## config.mk

```make
export PLATFORM = sky130hd
export DESIGN_NAME = tbp_top
export DESIGN_NICKNAME = d
export VERILOG_FILES = /design/src/rtl/tbp_pkg.sv /design/src/rtl/tbp_local.sv /design/src/rtl/tbp_global.sv /design/src/rtl/tbp_chooser.sv /design/src/rtl/tbp_top.sv
export SDC_FILE = /design/constraint.sdc
export NUM_CORES = 1
export LEC_CHECK = 0
export ABC_AREA = 1
export BUFFER_PORTS_ARGS = -buffer_cell sky130_fd_sc_hd__clkbuf_2
export CORE_ASPECT_RATIO = 1.5
export CORE_UTILIZATION = 55
export DETAILED_ROUTE_END_ITERATION = 8
export HOLD_SLACK_MARGIN = 0.06
export PLACE_DENSITY = 0.73
export SYNTH_ARGS = -nofsm -noshare
export SYNTH_HDL_FRONTEND = slang
export SYNTH_HIERARCHICAL = 1
export SYNTH_SLANG_ARGS = --single-unit
```

## constraint.sdc

```tcl
create_clock -name clk -period 2.04 [get_ports clk]
set_input_delay 0.306 -clock clk [delete_from_list [all_inputs] [get_ports clk]]
set_output_delay 0.306 -clock clk [all_outputs]
set_load 0.01 [all_outputs]
```

## src/rtl/tbp_pkg.sv

```systemverilog
// Package: shared counter type and saturating-step helper for the tournament predictor.
// Assumes every counter in the block is 2 bits wide.
package tbp_pkg;
    typedef logic [1:0] ctr2_t;

    localparam ctr2_t CTR_WEAK_LO = 2'b01;

    // Move a 2-bit counter one step up or down, clamping at 0 and 3.
    function automatic ctr2_t ctr_step(input ctr2_t c, input logic up);
        if (up)
            return (c == 2'b11) ? c : c + 2'b01;
        else
            return (c == 2'b00) ? c : c - 2'b01;
    endfunction
endpackage

```

## src/rtl/tbp_local.sv

```systemverilog
// Local predictor: a per-entry history table feeds the index of a table of 2-bit counters.
// Assumes the caller has already reduced the branch address to IDX_W index bits.
module tbp_local
    import tbp_pkg::*;
#(
    parameter int IDX_W = 4,
    parameter int LH_W  = 3
) (
    input  logic             clk,
    input  logic             rst_n,
    input  logic [IDX_W-1:0] pred_idx,
    output logic             pred_dir,
    input  logic             upd_valid,
    input  logic [IDX_W-1:0] upd_idx,
    input  logic             upd_taken
);
    localparam int ENT   = 1 << IDX_W;
    localparam int P_ENT = 1 << LH_W;

    logic [LH_W-1:0] hist_q [ENT];
    ctr2_t           pht_q  [P_ENT];
    logic [LH_W-1:0] upd_hist;

    // Read path: history of the predicted entry picks a counter; its MSB is the guess.
    assign pred_dir = pht_q[hist_q[pred_idx]][1];
    assign upd_hist = hist_q[upd_idx];

    // Train the counter the history selects, then shift the outcome into that history.
    always_ff @(posedge clk) begin
        if (!rst_n) begin
            for (int i = 0; i < ENT; i++)   hist_q[i] <= '0;
            for (int j = 0; j < P_ENT; j++) pht_q[j]  <= CTR_WEAK_LO;
        end else if (upd_valid) begin
            pht_q[upd_hist]  <= ctr_step(pht_q[upd_hist], upd_taken);
            hist_q[upd_idx]  <= (upd_hist << 1) | LH_W'(upd_taken);
        end
    end
endmodule

```

## src/rtl/tbp_global.sv

```systemverilog
// Global predictor: a global history shift register is XORed into the index of a counter table.
// Assumes training uses the history as it stands at update time (no speculative repair).
module tbp_global
    import tbp_pkg::*;
#(
    parameter int IDX_W = 4,
    parameter int GH_W  = 4
) (
    input  logic             clk,
    input  logic             rst_n,
    input  logic [IDX_W-1:0] pred_idx,
    output logic             pred_dir,
    input  logic             upd_valid,
    input  logic [IDX_W-1:0] upd_idx,
    input  logic             upd_taken,
    output logic [GH_W-1:0]  ghr
);
    localparam int ENT = 1 << IDX_W;

    logic [GH_W-1:0]  ghr_q;
    ctr2_t            pht_q [ENT];
    logic [IDX_W-1:0] hfold;
    logic [IDX_W-1:0] p_hash;
    logic [IDX_W-1:0] u_hash;

    assign hfold    = IDX_W'(ghr_q);
    assign p_hash   = pred_idx ^ hfold;
    assign u_hash   = upd_idx ^ hfold;
    assign pred_dir = pht_q[p_hash][1];
    assign ghr      = ghr_q;

    // Train the hashed counter and shift the outcome into the history.
    always_ff @(posedge clk) begin
        if (!rst_n) begin
            ghr_q <= '0;
            for (int i = 0; i < ENT; i++) pht_q[i] <= CTR_WEAK_LO;
        end else if (upd_valid) begin
            pht_q[u_hash] <= ctr_step(pht_q[u_hash], upd_taken);
            ghr_q         <= (ghr_q << 1) | GH_W'(upd_taken);
        end
    end
endmodule

```

## src/rtl/tbp_chooser.sv

```systemverilog
// Chooser: per-entry 2-bit counters; MSB set means trust the global predictor.
// Assumes the component guesses returned at update are the ones issued at predict time.
module tbp_chooser
    import tbp_pkg::*;
#(
    parameter int IDX_W = 4
) (
    input  logic             clk,
    input  logic             rst_n,
    input  logic [IDX_W-1:0] pred_idx,
    output logic             use_global,
    input  logic             upd_valid,
    input  logic [IDX_W-1:0] upd_idx,
    input  logic             upd_taken,
    input  logic             upd_local_pred,
    input  logic             upd_global_pred,
    output ctr2_t            upd_ctr
);
    localparam int ENT = 1 << IDX_W;

    ctr2_t sel_q [ENT];
    logic  split;

    assign use_global = sel_q[pred_idx][1];
    assign upd_ctr    = sel_q[upd_idx];
    assign split      = upd_local_pred ^ upd_global_pred;

    // Move toward whichever component was the only one right; hold otherwise.
    always_ff @(posedge clk) begin
        if (!rst_n) begin
            for (int i = 0; i < ENT; i++) sel_q[i] <= CTR_WEAK_LO;
        end else if (upd_valid && split) begin
            sel_q[upd_idx] <= ctr_step(sel_q[upd_idx], upd_global_pred == upd_taken);
        end
    end
endmodule

```

## src/rtl/tbp_top.sv

```systemverilog
// Tournament direction predictor top: same-cycle prediction and a one-cycle training update.
// Assumes PC_W >= IDX_W; the low IDX_W address bits index every table without tags.
module tbp_top
    import tbp_pkg::*;
#(
    parameter int PC_W  = 8,
    parameter int IDX_W = 4,
    parameter int LH_W  = 3,
    parameter int GH_W  = 4
) (
    input  logic            clk,
    input  logic            rst_n,
    input  logic [PC_W-1:0] pred_pc,
    output logic            pred_taken,
    output logic            pred_local,
    output logic            pred_global,
    input  logic            upd_valid,
    input  logic [PC_W-1:0] upd_pc,
    input  logic            upd_taken,
    input  logic            upd_local_pred,
    input  logic            upd_global_pred
);
    logic [IDX_W-1:0] p_idx;
    logic [IDX_W-1:0] u_idx;
    logic             use_global;
    logic [GH_W-1:0]  ghr_w;
    ctr2_t            cho_upd_w;

    assign p_idx = pred_pc[IDX_W-1:0];
    assign u_idx = upd_pc[IDX_W-1:0];

    tbp_local #(.IDX_W(IDX_W), .LH_W(LH_W)) u_local (
        .clk(clk), .rst_n(rst_n), .pred_idx(p_idx), .pred_dir(pred_local),
        .upd_valid(upd_valid), .upd_idx(u_idx), .upd_taken(upd_taken)
    );

    tbp_global #(.IDX_W(IDX_W), .GH_W(GH_W)) u_global (
        .clk(clk), .rst_n(rst_n), .pred_idx(p_idx), .pred_dir(pred_global),
        .upd_valid(upd_valid), .upd_idx(u_idx), .upd_taken(upd_taken), .ghr(ghr_w)
    );

    tbp_chooser #(.IDX_W(IDX_W)) u_chooser (
        .clk(clk), .rst_n(rst_n), .pred_idx(p_idx), .use_global(use_global),
        .upd_valid(upd_valid), .upd_idx(u_idx), .upd_taken(upd_taken),
        .upd_local_pred(upd_local_pred), .upd_global_pred(upd_global_pred),
        .upd_ctr(cho_upd_w)
    );

    // Final guess: the chooser picks one component's direction bit.
    assign pred_taken = use_global ? pred_global : pred_local;
endmodule

```

==> run summary <==
Global routing
- **residual overflow from global routing** 0
- **number of antenna violations at the first check in global routing** 0
- **largest net degree at the start of global routing** 29
- **via count of the first global-routing pass** 7,001
- **wire length of the first global-routing pass** 34,000 um
- **overall track demand over capacity in global routing** 30.1%

Clock tree
- **clock-pin transition on the worst setup and hold timing paths** 0.06 ns
- **number of buffers added by the clock tree synthesis step** 17
- **cell at the root of the clock tree** sky130_fd_sc_hd__clkbuf_16
- **clock latency at the later pin of the worst-skew pair** 0.42 ns
- **Clock Path Buffers** 2
- **hold bufs inserted after CTS** 0
- **TritonCTS clock tree** done
- **count of H-tree levels built during CTS** 4
- **clock sink total** 132

Outcome
- **failing checks** negative setup slack
- **result of the run** finished, violations left

Place
- **dpl hpwl** 15,200 um
- **placement-stage cell area** 8980 um^2
- **routability cong.** 0.956
- **quantity of I/O buffers inserted on ports** 16

Timing
- **Fmax** 0.397 GHz
- **endpoints failing setup** 19
- **final number of max-transition violations** 0
- **share of the clock period used by the worst path** 124%
- **post-layout worst setup margin** -0.480 ns
- **Post-Route Skew** 0.00824 ns
- **sum of negative setup slack** -1.77 ns
- **slew margin rel.** 73.0%
- **Slew @ Worst Pin** 0.405 ns
- **setup repair after global routing missed its margin** yes
- **Final Hold Fails** 0
- **clock period minus worst slack** 2.52 ns

Worst setup path
- **depth of the worst register-to-register path** 14
- **minimum setup slack among reg-to-reg paths** -0.05 ns
- **required time at the worst-slack endpoint** 1.73 ns
- **critical path's largest stage delay** 0.29 ns
- **category of the worst setup path launch point** primary input
- **R2R Path End** u_global/pht_q[4][0]$_SDFFCE_PN1P_
- **Worst Path Max Fanout** 5
- **Slowest-stage cell, CP** sky130_fd_sc_hd__o211ai_1
- **Worst Path Class, Setup** primary input to primary output
- **Arr. time, crit path** 2.21 ns
- **startpoint of the lowest-slack register-to-register path** u_global/ghr[0]$_SDFFE_PN0P_
- **cells traversed along the worst timing path** clkbuf_4 > clkinvlp_4 > buf_4 > a32o_1 > o211ai_1 > nand2_2 > inv_1 > nand3_1 > nand3b_1 > nand2_2 > nand2_1 > nand2_1 > clkbuf_2
- **Crit. End Element** primary output

Power and ir drop
- **worst vdd rail ir drop** 0.000742 V
- **reported leakage power** 4.18 nW
- **Power Dens Cells** 800 nW/um^2

Finish
- **layout overhead on the synthesized area** 26.2%
- **antenna fix cells** 0
- **fraction of layout instances using a drive strength above 1** 25.4%
- **fraction of the core area covered by cells at the end of the flow** 71.6%
- **Non-Filler Cell Area, Final** 10,100 um^2
- **most common cell after layout, fill and taps aside** sky130_fd_sc_hd__nand2_1
- **number of nets at the end of the flow** 1,161
- **leading cell types in the layout, fill and taps excluded** sky130_fd_sc_hd__nand2_1 (331), sky130_fd_sc_hd__nor2_1 (136), sky130_fd_sc_hd__edfxtp_1 (128)

Yosys
- **mapped cell area** 7970 um^2
- **post-synthesis cell count** 1,026
- **Mapped Nets** 1,048
- **count of warnings emitted by yosys** 6
- **syn avg cell area** 7.77 um^2

Route
- **routed vias** 7,514
- **DR WL/cell** 16.9 um
- **Initial DRC Count** 552
- **detailed route wirelength on metal3** 1550 um
- **routed metal-1 wire length** 8180 um
- **residual antenna-violating net count after detailed routing** 0
- **drt drc** 0
- **via-per-instance ratio** 5.59
- **DR pass1 iterations** 8
- **top metal layer carrying routed signals** met4
- **routed length on met2** 11,900 um
- **wire length after detailed routing** 22,700 um

Floorplanning
- **standard-cell row count** 53
- **effective utilization at floorplan** 56.7%
- **placeable core area** 14,100 um^2
- **I/O Pins** 25
- **die height** 149 um
- **die extent in x** 100 um
- **DIE AREA** 15,000 um^2

Flow run
- **Max-Cap Viols** 0

Worst hold path
- **worst hold path depth** 2
- **start point of the worst hold path** upd_valid
- **endpoint of the worst hold-timing path** u_global/ghr[0]$_SDFFE_PN0P_
- **path category of the worst min-delay check** primary input to flip-flop

==> timing repair <==
action,in CTS,in global routing
pin swaps,3,51
setup buffers,1,5
gates cloned,1,3
endpoints found under the setup margin,51,69
gates resized for setup,21,92
hold endpoints to repair,0,0
==> critical path, delay by kind of cell <==
kind | cells | cell delay [ns]
buffers and inverters | 5 | 0.80
AOI/OAI and AO/OA | 2 | 0.54
and+or+nand+nor | 6 | 0.56
==> layer usage <==
metal | GRT usage, % | vias to the layer above
met2 | 53.4 | 390
met1 | 33.7 | 3487
met3 | 5.42 | 92
li1 | - | 3545
met5 | 0 | -
met4 | 17.0 | 0
==> worst max path at each step <==
| stage | from | to | depth (start not counted) |
|---|---|---|---|
| final | pred_pc[1] | pred_taken | 13 |
| after global routing | u_local/hist_q[2][0]$_SDFFCE_PN0P_ | pred_taken | 12 |
| after CTS | u_local/hist_q[2][0]$_SDFFCE_PN0P_ | pred_taken | 12 |
| after detailed placement | upd_pc[0] | u_local/pht_q[7][0]$_SDFFCE_PN1P_ | 16 |
| after global placement | upd_pc[0] | u_global/pht_q[2][1]$_SDFFCE_PN0P_ | 13 |
| after floorplan | upd_pc[0] | u_local/pht_q[0][0]$_SDFFCE_PN1P_ | 18 |
==> power by group <==
part / total, mW / internal (mW) / switching (mW)
registers: 3.14 / 3.07 / 0.0712
logic: 1.70 / 0.636 / 1.06
clock network: 3.21 / 2.04 / 1.17
total: 8.05 / 5.75 / 2.31
==> per-stage QoR <==
stage,instances,total power [mW],setup WS [ns],hold slack [ns]
6_report,1343,8.05,-0.480,0.205
5_1_grt,1343,8.29,-0.547,0.209
4_1_cts,1335,7.83,-0.413,0.195
3_5_place_dp,1302,4.60,-0.320,0.570
3_3_place_gp,1302,4.58,-0.290,0.556
2_1_floorplan,1026,4.05,0.00858,0.400
==> state kept, by name, summed over array words and instances, names as in the netlist <==
| name | flops |
|---|---|
| u_chooser/sel_q | 32 |
| u_global/ghr | 4 |
| u_local/pht_q | 16 |
| u_global/pht_q | 32 |
| u_local/hist_q | 48 |
==> cell type report <==
| class | count | area [um^2] |
|---|---|---|
| Inverter | 110 | 424 |
| Tap cell | 192 | 240 |
| Timing Repair inverter | 1 | 5.00 |
| Fill cell | 1086 | 4000 |
| Clock inverter | 12 | 181 |
| Timing Repair Buffer | 126 | 1080 |
| Clock buffer | 19 | 433 |
| Sequential cell | 132 | 3930 |
| Multi-Input combinational cell | 751 | 3760 |
Power figures use the tool's default switching activity.
